<file path="config.mk">
export PLATFORM = sky130hd
export DESIGN_NAME = audio_clk_ctrl
export DESIGN_NICKNAME = d
export VERILOG_FILES = /design/src/rtl/acp_pkg.sv /design/src/rtl/acp_base_tick.sv /design/src/rtl/acp_div_cnt.sv /design/src/rtl/acp_chan_pair.sv /design/src/rtl/audio_clk_ctrl.sv
export SDC_FILE = /design/constraint.sdc
export NUM_CORES = 1
export LEC_CHECK = 0
export ABC_AREA = 1
export BUFFER_PORTS_ARGS = -buffer_cell sky130_fd_sc_hd__buf_4
export CAP_MARGIN = 15
export CORE_MARGIN = 4
export CORE_UTILIZATION = 45
export CTS_CLUSTER_SIZE = 24
export DETAILED_ROUTE_END_ITERATION = 8
export PLACE_DENSITY = 0.67
export SYNTH_ARGS = -nofsm -noshare
export SYNTH_HDL_FRONTEND = slang
export SYNTH_HIERARCHICAL = 1
export SYNTH_SLANG_ARGS = --single-unit
</file>
<file path="constraint.sdc">
create_clock -name clk_i -period 3 [get_ports clk_i]
set_input_delay 0.15 -clock clk_i [delete_from_list [all_inputs] [get_ports clk_i]]
set_output_delay 0.15 -clock clk_i [all_outputs]
set_load 0.05 [all_outputs]
</file>
<file path="src/rtl/acp_pkg.sv">
package acp_pkg;
  localparam int unsigned PER_W      = 8;
  localparam int unsigned N_PAIR     = 2;
  localparam int unsigned FAST_ADD8  = 3;  // P+4 ticks -> load P+3
  localparam int unsigned FAST_ADD16 = 6;  // P+7 ticks -> load P+6
endpackage

</file>
<file path="src/rtl/acp_base_tick.sv">
module acp_base_tick #(
  parameter int unsigned DIV_FAST = 28,
  parameter int unsigned DIV_SLOW = 114,
  localparam int unsigned DW = $clog2(DIV_SLOW + 1)
) (
  input  logic clk_i,
  input  logic rst_ni,
  input  logic slow_i,
  output logic tick_o
);
  logic [DW-1:0] div_q;
  logic [DW-1:0] lim;

  assign lim    = slow_i ? DW'(DIV_SLOW - 1) : DW'(DIV_FAST - 1);
  assign tick_o = (div_q >= lim);

  always_ff @(posedge clk_i or negedge rst_ni) begin
    if (!rst_ni)     div_q <= '0;
    else if (tick_o) div_q <= '0;
    else             div_q <= div_q + 1'b1;
  end

  p_tick_gap_r2: assert property (@(posedge clk_i) disable iff (!rst_ni)
    tick_o |=> !tick_o);
endmodule

</file>
<file path="src/rtl/acp_div_cnt.sv">
module acp_div_cnt #(
  parameter int unsigned W = 9
) (
  input  logic         clk_i,
  input  logic         rst_ni,
  input  logic         tick_i,
  input  logic         reload_i,
  input  logic [W-1:0] load_i,
  output logic         hit_o
);
  logic [W-1:0] cnt_q;

  assign hit_o = tick_i && !reload_i && (cnt_q == '0);

  always_ff @(posedge clk_i or negedge rst_ni) begin
    if (!rst_ni)                cnt_q <= '0;
    else if (reload_i || hit_o) cnt_q <= load_i;
    else if (tick_i)            cnt_q <= cnt_q - 1'b1;
  end

  p_reload_load_r6: assert property (@(posedge clk_i) disable iff (!rst_ni)
    reload_i |=> cnt_q == $past(load_i));
  p_idle_hold_r9: assert property (@(posedge clk_i) disable iff (!rst_ni)
    (!tick_i && !reload_i) |=> $stable(cnt_q));
endmodule

</file>
<file path="src/rtl/acp_chan_pair.sv">
module acp_chan_pair
  import acp_pkg::*;
#(
  parameter int unsigned PW = PER_W,
  localparam int unsigned LW = 2*PW + 1
) (
  input  logic          clk_i,
  input  logic          rst_ni,
  input  logic          base_tick_i,
  input  logic          fast_i,
  input  logic          join_i,
  input  logic          reload_i,
  input  logic [PW-1:0] per_lo_i,
  input  logic [PW-1:0] per_hi_i,
  output logic          lo_o,
  output logic          hi_o
);
  logic          lo_tick, lo_hit, hi_hit;
  logic [LW-1:0] lo_load;
  logic          lo_q, hi_q;

  assign lo_tick = fast_i | base_tick_i;
  always_comb begin
    if (join_i) lo_load = LW'({per_hi_i, per_lo_i}) + (fast_i ? LW'(FAST_ADD16) : '0);
    else        lo_load = LW'(per_lo_i) + (fast_i ? LW'(FAST_ADD8) : '0);
  end

  acp_div_cnt #(.W(LW)) u_lo (
    .clk_i, .rst_ni, .tick_i(lo_tick), .reload_i, .load_i(lo_load), .hit_o(lo_hit)
  );
  acp_div_cnt #(.W(PW)) u_hi (
    .clk_i, .rst_ni, .tick_i(base_tick_i), .reload_i, .load_i(per_hi_i), .hit_o(hi_hit)
  );

  always_ff @(posedge clk_i or negedge rst_ni) begin
    if (!rst_ni) begin
      lo_q <= 1'b0;
      hi_q <= 1'b0;
    end else begin
      lo_q <= lo_hit & ~join_i;
      hi_q <= join_i ? lo_hit : hi_hit;
    end
  end

  assign lo_o = lo_q;
  assign hi_o = hi_q;

  p_lo_mute_r4: assert property (@(posedge clk_i) disable iff (!rst_ni)
    join_i |=> !lo_o);
  p_hi_slow_r8: assert property (@(posedge clk_i) disable iff (!rst_ni)
    (!join_i && !base_tick_i) |=> !hi_o);
  p_no_pulse_on_reload_r6: assert property (@(posedge clk_i) disable iff (!rst_ni)
    reload_i |=> !lo_o && !hi_o);
endmodule

</file>
<file path="src/rtl/audio_clk_ctrl.sv">
module audio_clk_ctrl
  import acp_pkg::*;
#(
  parameter int unsigned DIV_FAST = 28,
  parameter int unsigned DIV_SLOW = 114,
  localparam int unsigned NCH = 2*N_PAIR
) (
  input  logic                      clk_i,
  input  logic                      rst_ni,
  input  logic [7:0]                mode_i,
  input  logic [NCH-1:0][PER_W-1:0] period_i,
  input  logic                      reload_we_i,
  input  logic [7:0]                reload_data_i,
  output logic [NCH-1:0]            expire_o,
  output logic                      poly9_o
);
  logic base_tick;
  logic reload;
  logic poly9_q;

  assign reload = reload_we_i && (reload_data_i != 8'd0);

  acp_base_tick #(.DIV_FAST(DIV_FAST), .DIV_SLOW(DIV_SLOW)) u_base (
    .clk_i, .rst_ni, .slow_i(mode_i[0]), .tick_o(base_tick)
  );

  for (genvar g = 0; g < N_PAIR; g++) begin : g_pair
    acp_chan_pair #(.PW(PER_W)) u_pair (
      .clk_i,
      .rst_ni,
      .base_tick_i(base_tick),
      .fast_i     (mode_i[6-g]),
      .join_i     (mode_i[4-g]),
      .reload_i   (reload),
      .per_lo_i   (period_i[2*g]),
      .per_hi_i   (period_i[2*g+1]),
      .lo_o       (expire_o[2*g]),
      .hi_o       (expire_o[2*g+1])
    );
  end

  always_ff @(posedge clk_i or negedge rst_ni) begin
    if (!rst_ni) poly9_q <= 1'b0;
    else         poly9_q <= mode_i[7];
  end
  assign poly9_o = poly9_q;

  p_poly_follow_r7: assert property (@(posedge clk_i) disable iff (!rst_ni)
    1'b1 |=> poly9_o == $past(mode_i[7]));
  p_join34_mute_r5: assert property (@(posedge clk_i) disable iff (!rst_ni)
    mode_i[3] |=> !expire_o[2]);
endmodule

</file>
After elaboration in Yosys (flattened, before gate mapping). Index checks and enable logic that the tools add are counted.

Bits in registers: 62. Input port bits: 51. Output and inout bits: 5. Logic and storage cells: 66.

$add $sub $neg: 9. Magnitude comparators: 1. Mux-type cells: 18. Bitwise gates (word level): 6. Reductions and logical operators: 22.

Operators by type and width (number): 17-bit two-way mux (6); 16-bit by 17-bit adder with 17-bit output (2); 8-bit by 17-bit adder with 17-bit output (2); 17-bit logical NOT (2); 17-bit by 1-bit subtractor with 17-bit output (second input constant) (2); 8-bit two-way mux (4); 8-bit logical NOT (2); 8-bit by 1-bit subtractor with 8-bit output (second input constant) (2); 7-bit two-way mux (2); 1-bit logical AND (8); 2-bit nonzero test (4); 8-bit nonzero test (1); 7-bit by 1-bit adder with 7-bit output (second input constant) (1); 7-bit greater-or-equal comparator (1); 3-bit two-way mux (2); 1-bit logical OR (4); 2-bit two-way mux (2); 1-bit bitwise AND (2); 1-bit two-way mux (2); 1-bit inverter (2); 1-bit bitwise OR (2); 1-bit logical NOT (1).

Longest topological paths before layout.
Word-level depth: 7. Gate-level depth with buffers: 18. Mapped depth without buffers: 17.

Modules after synthesis. Netlist, hierarchy kept.

Modules (own cells, without submodules): acp_div_cnt at g_pair[0].u_pair.u_lo ... (instances 2, cells an instance 186, area an instance 1258.7 um2, seq. area each 425.4 um2); acp_chan_pair (instances 2, cells an instance 136, area an instance 694.4 um2, seq. area each 50.0 um2); acp_div_cnt at g_pair[0].u_pair.u_hi ... (instances 2, cells an instance 93, area an instance 643.1 um2, seq. area each 200.2 um2); acp_base_tick (instances 1, cells an instance 52, area an instance 446.7 um2, seq. area each 175.2 um2); audio_clk_ctrl (instances 1, cells an instance 10, area an instance 58.8 um2, seq. area each 25.0 um2).

Worst setup path after synthesis. No wires, ideal clock.

Path type: register to register. Start: reg u_base.div_q[6]. End: reg g_pair[0].u_pair.u_lo.cnt_q[13]. Setup time: 0.119 ns. Arrival time: 2.114 ns. Data required time: 2.881 ns. Setup slack: 0.767 ns. Stages on the path, launching flop included: 11. Buffers on the path: 2. Clock period less this slack: 2.233 ns. Path through: dfrtp_1 > ha_1 > a21oi_2 > nand3_4 > or2_2 > buf_4 > nor2_1 > clkbuf_1 > nand2_1 > o21ai_1 > nor2_1.

Longest elaborated chain between the ends: 6. Elaborated cells on any way between the ends: 7. Those cells by class: order compare (1); mux (1); bitwise (1); reduce/logical (4).

Ends and longest elaborated chain: from (decl) (line acp_base_tick.sv:11) `logic [DW-1:0] div_q;`; from (signal assigned) (line acp_base_tick.sv:20) `else div_q <= div_q + 1'b1;`; 7-bit greater-or-equal comparator * (line acp_base_tick.sv:15) `assign tick_o = (div_q >= lim);`; via base_tick (line audio_clk_ctrl.sv:17) `logic base_tick;`; 1-bit bitwise OR * (line acp_chan_pair.sv:22) `assign lo_tick = fast_i | base_tick_i;`; via g_pair[0].u_pair.lo_tick (line acp_chan_pair.sv:18) `logic lo_tick, lo_hit, hi_hit;`; 1-bit logical AND (2 in series) (line acp_div_cnt.sv:13) `assign hit_o = tick_i && !reload_i && (cnt_q == '0);`; 1-bit logical OR (line acp_div_cnt.sv:17) `else if (reload_i || hit_o) cnt_q <= load_i;`; 17-bit two-way mux / 2-bit nonzero test (equally long branches); to (signal assigned) (line acp_div_cnt.sv:17); to (signal assigned) (line acp_div_cnt.sv:18) `else if (tick_i) cnt_q <= cnt_q - 1'b1;`; to (decl) (line acp_div_cnt.sv:11) `logic [W-1:0] cnt_q;`.

The timed path passes the listed nets; every way through them passes the cells marked *. A chain may end at the register's enable or synchronous reset.

Worst setup path in the final report.
Start: reg u_base.div_q[6]. End: reg g_pair[1].u_pair.u_lo.cnt_q[7].

Longest elaborated chain between the ends: 6. Elaborated cells on any way between the ends: 7. Those cells by class: order compare (1); mux (1); bitwise (1); reduce/logical (4).

Ends and longest elaborated chain (line): 7-bit greater-or-equal comparator * (acp_base_tick.sv:15); via base_tick (audio_clk_ctrl.sv:17); 1-bit bitwise OR * (acp_chan_pair.sv:22); via g_pair[1].u_pair.lo_tick (acp_chan_pair.sv:18); 1-bit logical AND (2 in series) (acp_div_cnt.sv:13); 1-bit logical OR (acp_div_cnt.sv:17); 17-bit two-way mux / 2-bit nonzero test (equally long branches); to (signal assigned) (acp_div_cnt.sv:17); to (signal assigned) (acp_div_cnt.sv:18); to (decl) (acp_div_cnt.sv:11).

Marked as above.

==> flow_summary.rst <==
.. list-table::
   :header-rows: 1

   * - Metric
     - Value
   * - Count of non-filler cells in the finished layout
     - 1127
   * - # diodes
     - 0
   * - Kind of launch point of the worst setup path
     - register
   * - Final design utilization
     - 54.24%
   * - Cell-by-cell trace of the critical path
     - ha_1, a21oi_2, nand3_4, or2_2, nand2_1, inv_1, nand2_1, nor2_2, nand3_4, nand3_2, inv_1, nand2_1, nand3_1
   * - Slew of the pin with the lowest slew margin
     - 0.9186 ns
   * - Average detailed-routed wire length per instance
     - between 10 and 15 um
   * - Layout overhead on the synthesized area
     - 16.25%
   * - Synthesized instance count
     - 892
   * - Number of cells in the design after placement
     - 1109
   * - Height of the die
     - 120.5 um
   * - M2 GR Usage
     - between 30% and 40%
   * - Crit path time final
     - roughly 2.5 ns
   * - Required time at the endpoint of the critical path
     - 3.28 ns
   * - Vias in the first global route
     - approximately 5.1k
   * - Final Hold Violating Endpoints
     - 0
   * - Post-route DRC
     - 0
   * - Buffers on Ports
     - 53
   * - Number of DRC markers after the initial detailed-route iteration
     - ~270
   * - Number of buffer and inverter instances along the worst setup path
     - 2
   * - Post-Synthesis Cell Area
     - 0.005698 mm^2
   * - Crit path capture type
     - register
   * - Most frequent standard cell in the layout excluding fill and tap cells
     - nand2_1
   * - R2r worst-path depth
     - 13
   * - Wire length of the first global-routing pass
     - 23690 um
   * - Cell depth of the worst min-delay path
     - 3
   * - Arrival @ worst endpoint
     - 2.80 ns
   * - Hold Path Origin
     - period_i[12]
   * - Peak Freq
     - 0.3970 GHz
   * - Initial antenna violation count
     - 0
   * - Layer with the highest usage
     - met2
   * - Setup repair after global routing missed its margin
     - no
   * - CTS tree
     - yes
   * - Remaining number of nets flagged by the antenna check after routing
     - 0
   * - Primary FF master, synth
     - dfrtp_1
   * - Proportion of synthesized flip-flops having asynchronous set or reset
     - 100.0%
   * - Number of enable flip-flop cells after synthesis
     - 0
   * - Result of the run
     - complete, no violations
   * - Period utilisation layout
     - 83.96%
   * - Setup Skew
     - 0.009589 ns
   * - Number of slew-limit violations in the final report
     - 0
   * - Top-level port count
     - 56
   * - Largest voltage drop on the vdd net
     - 320.6 uV
   * - Critical Path Max Stage Delay
     - about 0.42 ns
   * - Post-synthesis cell type count
     - 36
   * - Areal power density over the cells
     - 564.0 mW/mm^2
   * - Hold EP
     - g_pair[0].u_pair/u_hi/cnt_q[4]
   * - Worst skew pair latency
     - 0.35 ns
   * - Number of buffers inserted during clock tree synthesis
     - 9
   * - H-tree Lvls
     - 3
   * - Post-cts gate resize count
     - 0
   * - Warnings from Yosys
     - 6
   * - Total of flip-flops plus latches after synthesis
     - 62
   * - Number of sinks handled by clock tree synthesis
     - 62
   * - Area of the core region
     - 0.01221 mm^2
   * - Family with the most delay on the worst path
     - simple AND/OR/NAND/NOR gates
   * - Post-detailed-routing wire length
     - 14040 um
   * - Maximum buffer depth of the clock tree
     - 2
   * - Total negative slack for setup checks
     - 0 ns
   * - Met3 track demand over resource in global routing
     - 3.601%
   * - Static Leakage
     - between 0.003 and 0.004 uW
   * - Global-route usage over all layers
     - around a fifth
   * - Worst flop-to-flop path startpoint
     - u_base/div_q[6]
   * - Hold Crit Class
     - in -> reg
   * - Initial standard-cell utilization of the core
     - 46.66%
   * - Reg-to-reg critical path endpoint
     - g_pair[1].u_pair/u_lo/cnt_q[7]
   * - Hold buffers post-CTS
     - 2
   * - Routed vias
     - 5536
   * - Standard-cell row count
     - 40
   * - Top library cells by usage in the layout, fill and taps aside
     - nand2_1 (304), inv_1 (121), nor2_1 (107), nand3_1 (78), dfrtp_1 (62)
   * - Post-layout nets
     - 1028
   * - Minimum setup slack among reg-to-reg paths
     - 0.48 ns
   * - Post-synthesis net count
     - 966
   * - Sequential share of the synthesized area
     - 27.23%
   * - Fraction of final layout cells with drive strength greater than 1
     - 16.89%
   * - CP max stage cell
     - or2_2
   * - Largest net degree at the start of global routing
     - 63
   * - Crit Path Category
     - reg -> reg
   * - Clock input transition at the sequential cells of the worst setup and hold paths
     - 0.06 ns
   * - Via-to-Cell Ratio
     - 4.912
   * - Buffers inserted during post-CTS setup optimization
     - 0
   * - Fin Hold WS
     - 0.05166 ns
   * - Met1 track utilization from global routing
     - 27.46%
   * - Most frequent cell on the critical path
     - nand2_1
   * - Overall die width
     - about 120 um
   * - Die outline area
     - 0.01453 mm^2
   * - Mean instance size in the synthesized netlist
     - roughly 6.4 um^2
   * - Slew margin rel.
     - 38.54%
   * - Dpl hpwl
     - 10780 um
   * - Worst Path Max Fanout
     - 10
   * - Routability congestion estimate from global placement
     - 0.8808
   * - Clock tree root buffer cell
     - clkbuf_16
   * - Max-cap violations
     - 0
   * - Overflow left after global routing
     - 0
   * - Number of endpoints failing setup at the final stage
     - 0
   * - Iteration count of the initial detailed-routing pass
     - 5
[metrics by stage]
step | worst slack, ns | cell area (um^2) | total power (uW)
final | 0.4811 | 6624 | 3736
after global routing | 0.3181 | 6624 | 4028
after CTS | 0.4925 | 6624 | 3759
after detailed placement | 0.5241 | 6284 | 2613
after global placement | 0.5347 | 6284 | 2589
after floorplan | 0.7670 | 5698 | 2270
[cells by family after synthesis]
family,after synthesis,share of synthesized area (%)
buffers and inverters,147,10.25
AND/OR/NAND/NOR,578,46.49
AO/OA/AOI/OAI,51,5.687
flip-flops,62,27.23
XOR/XNOR,31,4.765
adder cells (fa/ha/maj),23,5.578
[Yosys cell counts (3+ instances only)]
library cell / number / area share [%]
nand2_1: 304 / 20
inv_1: 121 / 8.0
nor2_1: 107 / 7.0
nand3_1: 78 / 6.9
dfrtp_1: 62 / 27
xor2_1: 20 / 3.1
ha_1: 19 / 4.2
nand2_2: 17 / 1.9
nand4_1: 17 / 1.9
nor2_4: 16 / 3.2
o21ai_1: 16 / 1.4
inv_2: 14 / 0.92
nor2_2: 14 / 1.5
a21oi_1: 12 / 1.1
xnor2_1: 11 / 1.7
o21ai_0: 8 / 0.70
buf_4: 4 / 0.53
clkbuf_1: 4 / 0.26
fa_1: 4 / 1.4
nand2_4: 4 / 0.79
nand3_2: 4 / 0.70
nand3b_1: 4 / 0.53
o21bai_1: 4 / 0.53
or2_2: 4 / 0.44
nand3_4: 3 / 0.92
[final cells by class]
type | instances | area (um^2)
Tap cell | 168 | 210.2
Sequential cell | 62 | 1551
Multi-Input combinational cell | 683 | 3562
Inverter | 137 | 516.7
Fill cell | 1290 | 5588
Clock inverter | 3 | 40.04
Clock buffer | 13 | 280.3
Timing Repair Buffer | 61 | 462.9
[worst max path at each step]
stage / to / slack, ns / cells past startpoint / start
floorplan: g_pair[0].u_pair/u_lo/cnt_q[13] / 0.77 / 10 / u_base/div_q[6]
global placement: g_pair[1].u_pair/u_lo/cnt_q[12] / 0.53 / 13 / u_base/div_q[6]
detailed placement: g_pair[1].u_pair/u_lo/cnt_q[0] / 0.52 / 14 / u_base/div_q[6]
CTS: g_pair[0].u_pair/u_lo/cnt_q[0] / 0.49 / 14 / u_base/div_q[6]
global route: g_pair[1].u_pair/u_lo/cnt_q[7] / 0.32 / 13 / u_base/div_q[6]
finish: g_pair[1].u_pair/u_lo/cnt_q[7] / 0.48 / 13 / u_base/div_q[6]
[metal layers]
layer | wire [um] | vias up
li1 | - | 2880
met1 | 6616 | 2498
met2 | 6373 | 130
met3 | 722 | 28
met4 | 325 | 0
met5 | 0 | -
[flip-flops by register name, indices dropped and copies added, names as in the netlist]
signal and count:
g_pair.u_pair/u_lo/cnt_q 34, g_pair.u_pair/u_hi/cnt_q 16, u_base/div_q 7, g_pair.u_pair/hi_o 2, g_pair.u_pair/lo_o 2, poly9_o 1
[worst min-delay path: cells and delay by family]
kind                   cells  cell delay, ns
and+or+nand+nor            2            0.12
buffers and inverters      1            0.10
[report_power, final]
| group | internal (uW) | switching [uW] |
|---|---|---|
| Combinational | 523 | 833 |
| Sequential | 1030 | 221 |
| Clock | 731 | 397 |
| Total | 2290 | 1450 |
No activity file was read; power rests on OpenSTA's default activity.
